==> config.mk <==
export PLATFORM = sky130hd
export DESIGN_NAME = srb_target
export DESIGN_NICKNAME = d
export VERILOG_FILES = /design/src/rtl/srb_pkg.sv /design/src/rtl/srb_sync.sv /design/src/rtl/srb_shifter.sv /design/src/rtl/srb_target.sv
export SDC_FILE = /design/constraint.sdc
export NUM_CORES = 1
export LEC_CHECK = 0
export BUFFER_PORTS_ARGS = -buffer_cell sky130_fd_sc_hd__buf_2
export CORE_ASPECT_RATIO = 0.8
export CORE_MARGIN = 5
export CORE_UTILIZATION = 28
export DETAILED_ROUTE_END_ITERATION = 8
export HOLD_SLACK_MARGIN = 0.15
export RECOVER_POWER = 100
export SLEW_MARGIN = 20
export SYNTH_ARGS = -nofsm -noshare
export SYNTH_HDL_FRONTEND = slang
export SYNTH_SLANG_ARGS = --single-unit
==> constraint.sdc <==
create_clock -name clk -period 7.93 [get_ports clk]
set_input_delay 0.3965 -clock clk [delete_from_list [all_inputs] [get_ports clk]]
set_output_delay 0.3965 -clock clk [all_outputs]
set_load 0.1 [all_outputs]
==> src/rtl/srb_pkg.sv <==
package srb_pkg;
    localparam int WORD_W    = 32;
    localparam int CNT_W     = 6;
    localparam int ADDR_W    = 21;
    localparam int ADR_LO    = 4;
    localparam int ADR_HI    = ADR_LO + ADDR_W - 1;
    localparam int CNT_LO    = ADR_HI + 1;
    localparam int CNT_HI    = CNT_LO + CNT_W - 1;
    localparam int DIR_BIT   = CNT_HI + 1;
    localparam int BIT_CNT_W = $clog2(WORD_W);

    typedef enum logic [2:0] {
        ST_IDLE,
        ST_HDR,
        ST_WR,
        ST_RD,
        ST_DRAIN
    } srb_state_t;
endpackage

==> src/rtl/srb_sync.sv <==
module srb_sync #(
    parameter int   STAGES = 2,
    parameter logic INIT   = 1'b0
) (
    input  logic clk,
    input  logic rst_n,
    input  logic d,
    output logic q
);
    logic [STAGES-1:0] pipe;

    always_ff @(posedge clk or negedge rst_n) begin
        if (!rst_n) pipe <= {STAGES{INIT}};
        else        pipe <= {pipe[STAGES-2:0], d};
    end

    assign q = pipe[STAGES-1];
endmodule

==> src/rtl/srb_shifter.sv <==
module srb_shifter
    import srb_pkg::*;
(
    input  logic              clk,
    input  logic              rst_n,
    input  logic              active,
    input  logic              rise,
    input  logic              fall,
    input  logic              mosi_bit,
    input  logic [WORD_W-1:0] load_val,
    output logic [WORD_W-1:0] rx_word,
    output logic              word_done,
    output logic              load_evt,
    output logic              miso
);
    localparam logic [BIT_CNT_W-1:0] LAST_BIT = BIT_CNT_W'(WORD_W - 1);

    logic [BIT_CNT_W-1:0] bit_cnt;
    logic [WORD_W-1:0]    tx_sh;

    // a falling edge at a word boundary starts a new outgoing word
    assign load_evt = active && fall && (bit_cnt == '0);
    assign miso     = tx_sh[WORD_W-1];

    always_ff @(posedge clk or negedge rst_n) begin
        if (!rst_n) begin
            bit_cnt   <= '0;
            rx_word   <= '0;
            word_done <= 1'b0;
            tx_sh     <= '0;
        end else if (!active) begin
            bit_cnt   <= '0;
            word_done <= 1'b0;
            tx_sh     <= '0;
        end else begin
            word_done <= 1'b0;
            if (rise) begin
                rx_word   <= {rx_word[WORD_W-2:0], mosi_bit};
                bit_cnt   <= bit_cnt + 1'b1;
                word_done <= (bit_cnt == LAST_BIT);
            end
            if (fall) begin
                tx_sh <= load_evt ? load_val : {tx_sh[WORD_W-2:0], 1'b0};
            end
        end
    end
endmodule

==> src/rtl/srb_target.sv <==
module srb_target
    import srb_pkg::*;
#(
    parameter int SYNC_STAGES = 2,
    parameter int MAX_WORDS   = 64
) (
    input  logic              clk,
    input  logic              rst_n,
    input  logic              spi_sclk,
    input  logic              spi_cs_n,
    input  logic              spi_mosi,
    output logic              spi_miso,
    output logic              bus_wr_en,
    output logic              bus_rd_en,
    output logic [ADDR_W-1:0] bus_addr,
    output logic [WORD_W-1:0] bus_wdata,
    input  logic [WORD_W-1:0] bus_rdata
);
    localparam int                WCNT_W    = $clog2(MAX_WORDS + 1);
    localparam logic [WCNT_W-1:0] WCNT_LAST = WCNT_W'(MAX_WORDS - 1);
    localparam logic [2:0]        PIN_INIT  = 3'b100;

    // ---- pin synchronizers: {cs_n, sclk, mosi} ----
    logic [2:0] pin_raw, pin_s;
    assign pin_raw = {spi_cs_n, spi_sclk, spi_mosi};

    for (genvar g = 0; g < 3; g++) begin : g_sync
        srb_sync #(.STAGES(SYNC_STAGES), .INIT(PIN_INIT[g])) u_sync (
            .clk   (clk),
            .rst_n (rst_n),
            .d     (pin_raw[g]),
            .q     (pin_s[g])
        );
    end

    logic sclk_d, active, rise, fall;
    always_ff @(posedge clk or negedge rst_n) begin
        if (!rst_n) sclk_d <= 1'b0;
        else        sclk_d <= pin_s[1];
    end
    assign active = !pin_s[2];
    assign rise   = active &&  pin_s[1] && !sclk_d;
    assign fall   = active && !pin_s[1] &&  sclk_d;

    // ---- shifter ----
    logic [WORD_W-1:0] rx_word, load_val, pref;
    logic              word_done, load_evt, pref_ok, rd_pend;

    srb_shifter u_shift (
        .clk       (clk),
        .rst_n     (rst_n),
        .active    (active),
        .rise      (rise),
        .fall      (fall),
        .mosi_bit  (pin_s[0]),
        .load_val  (load_val),
        .rx_word   (rx_word),
        .word_done (word_done),
        .load_evt  (load_evt),
        .miso      (spi_miso)
    );

    // ---- control ----
    srb_state_t        state, nstate;
    logic [ADDR_W-1:0] base;
    logic [WCNT_W-1:0] wcnt, rcount, hdr_clip;
    logic [CNT_W-1:0]  hdr_cnt;
    logic              rd_more;

    assign hdr_cnt  = rx_word[CNT_HI:CNT_LO];
    assign hdr_clip = (int'(hdr_cnt) > MAX_WORDS) ? WCNT_W'(MAX_WORDS) : WCNT_W'(hdr_cnt);
    assign rd_more  = (int'(wcnt) + 1) < int'(rcount);
    assign load_val = (state == ST_RD && pref_ok) ? pref : '0;

    always_comb begin
        nstate = state;
        unique case (state)
            ST_IDLE:  if (active) nstate = ST_HDR;
            ST_HDR:   if (!active) nstate = ST_IDLE;
                      else if (word_done) nstate = rx_word[DIR_BIT] ? ST_WR : ST_RD;
            ST_WR:    if (!active) nstate = ST_IDLE;
                      else if (word_done && wcnt == WCNT_LAST) nstate = ST_DRAIN;
            ST_RD:    if (!active) nstate = ST_IDLE;
            ST_DRAIN: if (!active) nstate = ST_IDLE;
            default:  nstate = ST_IDLE;
        endcase
    end

    always_ff @(posedge clk or negedge rst_n) begin
        if (!rst_n) state <= ST_IDLE;
        else        state <= nstate;
    end

    always_ff @(posedge clk or negedge rst_n) begin
        if (!rst_n) begin
            bus_wr_en <= 1'b0;
            bus_rd_en <= 1'b0;
            bus_addr  <= '0;
            bus_wdata <= '0;
            base      <= '0;
            rcount    <= '0;
            wcnt      <= '0;
            rd_pend   <= 1'b0;
            pref      <= '0;
            pref_ok   <= 1'b0;
        end else begin
            bus_wr_en <= 1'b0;
            bus_rd_en <= 1'b0;
            rd_pend   <= bus_rd_en;
            if (rd_pend) begin
                pref    <= bus_rdata;
                pref_ok <= 1'b1;
            end else if (load_evt) begin
                pref_ok <= 1'b0;
            end
            unique case (state)
                ST_IDLE: begin
                    wcnt    <= '0;
                    pref_ok <= 1'b0;
                end
                ST_HDR: if (word_done) begin
                    base   <= rx_word[ADR_HI:ADR_LO];
                    rcount <= hdr_clip;
                    wcnt   <= '0;
                    if (!rx_word[DIR_BIT] && hdr_clip != '0) begin
                        bus_rd_en <= 1'b1;
                        bus_addr  <= rx_word[ADR_HI:ADR_LO];
                    end
                end
                ST_WR: if (word_done) begin
                    bus_wr_en <= 1'b1;
                    bus_addr  <= base + ADDR_W'(wcnt);
                    bus_wdata <= rx_word;
                    wcnt      <= wcnt + 1'b1;
                end
                ST_RD: if (word_done) begin
                    if (int'(wcnt) < MAX_WORDS) wcnt <= wcnt + 1'b1;
                    if (rd_more) begin
                        bus_rd_en <= 1'b1;
                        bus_addr  <= base + ADDR_W'(wcnt) + 1'b1;
                    end
                end
                ST_DRAIN: ;
                default: ;
            endcase
        end
    end
endmodule

==> impl_metrics.env <==
export IMPL_gp_congestion=0.868
export IMPL_hold_path_end="g_sync[0].u_sync.pipe[1]$_DFF_PN0_"
export IMPL_reg2reg_slack_ps=3600
export IMPL_viasPerCell=4.81
export IMPL_insertion_delay_ps=530
export IMPL_min_period_ps=4330
export IMPL_leakage_uw=0.00510
export IMPL_ys_ff_latch=203
export IMPL_hold_path_class="flop to flop"
export IMPL_syn_cell_area_mm2=0.00943
export IMPL_rsz0062_at_grt="false"
export IMPL_fin_nets=1026
export IMPL_rr_worst_depth=12
export IMPL_post_cts_resized=0
export IMPL_grt_max_degree=91
export IMPL_fillers=3323
export IMPL_fin_skew_ps=13.9
export IMPL_area_delta_synth_final_pct=21.5
export IMPL_drt_iter0_drc=386
export IMPL_crit_path_start_kind="flop"
export IMPL_postCtsSetupBuffers=0
export IMPL_slowest_delay_ps=1310
export IMPL_drt_pass1_iterations=5
export IMPL_setup_viol=0
export IMPL_critPathMaxFanout=42
export IMPL_routed_wl_mm=22.1
export IMPL_crit_chain="ha_1 > nand3_1 > xnor2_1 > ha_1 > nand2_1 > o21ai_0 > a221oi_1 > o2111ai_2 > clkbuf_1 > inv_1 > nand3_1 > o221ai_1"
export IMPL_crit_type="flop to flop"
export IMPL_clk_pin_slew_worst_paths_ps=60
export IMPL_dpl_hpwl_mm=14.6
export IMPL_path_buf_inv=2
export IMPL_postRouteAntennaNets=0
export IMPL_endpoint_kind="flop"
export IMPL_synth_distinct_cells=63
export IMPL_die_w_um=215
export IMPL_grtUsageTotal_pct=11.7
export IMPL_initial_core_util_pct=28.2
export IMPL_grt_pass1_wl_mm=36.7
export IMPL_slowest_stage="clkbuf_1"
export IMPL_status="finished with violations"
export IMPL_synth_cells=851
export IMPL_antenna_found_initial=0
export IMPL_drv_cap=7
export IMPL_antenna_cells=0
export IMPL_synthArstFlopShare_pct=100
export IMPL_placed_cells=1342
export IMPL_failed_checks="max-capacitance violations, max-slew violations"
export IMPL_worstReg2RegEnd="bus_addr[19]$_DFFE_PN0P_"
export IMPL_drv_slew=302
export IMPL_route_detailed_drc=0
export IMPL_tns_ps=0
export IMPL_critPathArrivalTime_ps=4660
export IMPL_chipHeight_um=174
export IMPL_clock_path_buffers=3
export IMPL_final_cells=1423
export IMPL_cts_tree="built"
export IMPL_path_delay_family="buffers and inverters"
export IMPL_synthFlopType="dfrtp_1"
export IMPL_synthTopCellsByCount="201 x dfrtp_1, 115 x mux2_2, 98 x nand2_1"
export IMPL_grt_pass1_vias=6797
export IMPL_numCtsBuffers=25
export IMPL_vias=6848
export IMPL_synth_enable_flop_cells=0
export IMPL_ir_drop_mv=0.177
export IMPL_die_area_mm2=0.0375
export IMPL_rows=60
export IMPL_overflow=0
export IMPL_synth_avg_cell_area_um2=11.1
export IMPL_yosysMostFrequentCell="dfrtp_1"
export IMPL_syn_num_nets=906
export IMPL_min_delay_start="g_sync[0].u_sync.pipe[0]$_DFF_PN0_"
export IMPL_netlist_top_cell_by_area="dfrtp_1"
export IMPL_worstMarginPinSlew_ps=3280
export IMPL_r2r_start="wcnt[1]$_DFFE_PN0P_"
export IMPL_synth_warnings=0
export IMPL_h_tree_depth=1
export IMPL_numClockSinks=203
export IMPL_synth_top_area_share_pct=53.4
export IMPL_port_buffers=92
export IMPL_final_layout_size_suffix_gt1_share_pct=20.7
export IMPL_period_share_pct=54.6
export IMPL_relSlewSlack_pct=-118
export IMPL_pin_count=93
export IMPL_power_density_mw_per_mm2=214
export IMPL_ys_seq_area_share_pct=53.9
export IMPL_clock_tree_root_cell="clkbuf_16"
export IMPL_whs_ps=346
export IMPL_critPathRequiredTime_ps=8260
export IMPL_max_freq_mhz=231
export IMPL_whs_path_depth=0
export IMPL_fp_coreArea_mm2=0.0334
export IMPL_wl_per_cell_um=15.5
export IMPL_synthTopCellsByArea="dfrtp_1 53%, mux2_2 14%, o21ai_0 3.9%, nand2_1 3.9%, a22oi_1 2.5%"
export IMPL_final_hold_violation_count=0
==> cell usage in the layout (no fill, tap or decap), types with 3 or more instances in the layout <==
cell,netlist,layout
mux2i_1,3,3
nor3b_1,3,3
mux2_2,115,115
ha_1,17,17
clkbuf_1,42,69
o211ai_1,3,3
dlygate4sd3_1,0,36
and2_1,6,6
and3_1,8,8
o21a_1,3,3
a31oi_1,5,5
o21ai_0,74,74
xor2_1,15,15
o31ai_1,4,4
a21oi_1,32,31
clkbuf_16,0,25
nor2_1,47,47
a22oi_1,32,32
xnor2_1,19,19
or3_1,3,3
o2111ai_1,5,4
nand3_1,21,21
clkinv_2,0,6
dfrtp_1,201,201
buf_2,1,35
nand2_1,98,98
a21o_1,7,7
inv_1,20,20
nor3_1,17,17
o221ai_1,3,3
clkbuf_8,0,7
==> registers in the layout (all words and copies together), names as in the netlist <==
name                flops
u_shift.rx_word        32
u_shift.tx_sh          32
g_sync.u_sync.pipe      6
state                   3
u_shift.word_done       1
rcount                  6
sclk_d                  1
u_shift.bit_cnt         5
wcnt                    7
bus_addr               21
pref_ok                 1
bus_wdata              32
bus_wr_en               1
bus_rd_en               1
pref                   32
base                   21
rd_pend                 1
==> per-layer routing <==
| layer | GRT usage, % | share of wire [%] | vias up |
|---|---|---|---|
| met2 | 17.5 | 44 | 119 |
| li1 | - | - | 3286 |
| met1 | 17.1 | 50 | 3415 |
| met4 | 2.69 | 1.9 | 0 |
| met5 | 0 | 0 | - |
| met3 | 2.77 | 4.9 | 28 |
==> cells by family (layout without fill, tap and decap cells) <==
group / count (synthesis) / count (layout) / share of synthesized area (%)
simple gates: 222 / 222 / 10.8
flops: 203 / 203 / 53.9
compound gates: 189 / 189 / 12.9
mux: 118 / 118 / 14.1
buf+inv: 67 / 205 / 2.68
xor+xnor: 34 / 34 / 3.16
fa+ha+maj: 18 / 18 / 2.47
==> area by class of cell <==
cell class / instances / area, um2 / share of cell area, %
Sequential cell: 203 / 5080 / 44.4
Multi-Input combinational cell: 581 / 4110 / 35.9
Timing Repair Buffer: 140 / 812 / 7.09
Clock buffer: 34 / 719 / 6.28
Tap cell: 434 / 543 / 4.74
Clock inverter: 11 / 116 / 1.02
Inverter: 20 / 75.1 / 0.655
==> how the worst max path moves through the flow <==
stage                              startpoint                              to  slack (ps)  depth (start not counted)
after CTS                 wcnt[0]$_DFFE_PN0P_        bus_addr[13]$_DFFE_PN0P_        4560                         12
after global placement    wcnt[0]$_DFFE_PN0P_        bus_addr[13]$_DFFE_PN0P_        4660                         12
after detailed placement  wcnt[0]$_DFFE_PN0P_        bus_addr[13]$_DFFE_PN0P_        4560                         12
final                     wcnt[1]$_DFFE_PN0P_        bus_addr[19]$_DFFE_PN0P_        3600                         12
after floorplan           wcnt[0]$_DFFE_PN0P_        bus_addr[13]$_DFFE_PN0P_        4960                         12
after global routing                    rst_n  u_shift.rx_word[4]$_DFFE_PN0P_        2920                          3
==> power by group <==
group	internal, uW	switching (uW)
clock network	700	450
registers	1060	51.1
logic	75.8	110
==> repair_timing <==
action / CTS / global route
setup endpoints to repair: 0 / 0
hold buffers: 36 / 0
endpoints found under the hold margin: 123 / 0
==> metrics by stage <==
step	util, %	area, um2	worst slack [ps]	power, uW
final	34.3	11500	3600	2450
after detailed placement	31.1	10400	4560	1310
after global placement	31.1	10400	4660	1310
after global routing	34.3	11500	2920	2570
after CTS	34.7	11600	4560	2500
after floorplan	-	9430	4960	1230
Note: power is estimated with default switching activity, not from simulation.
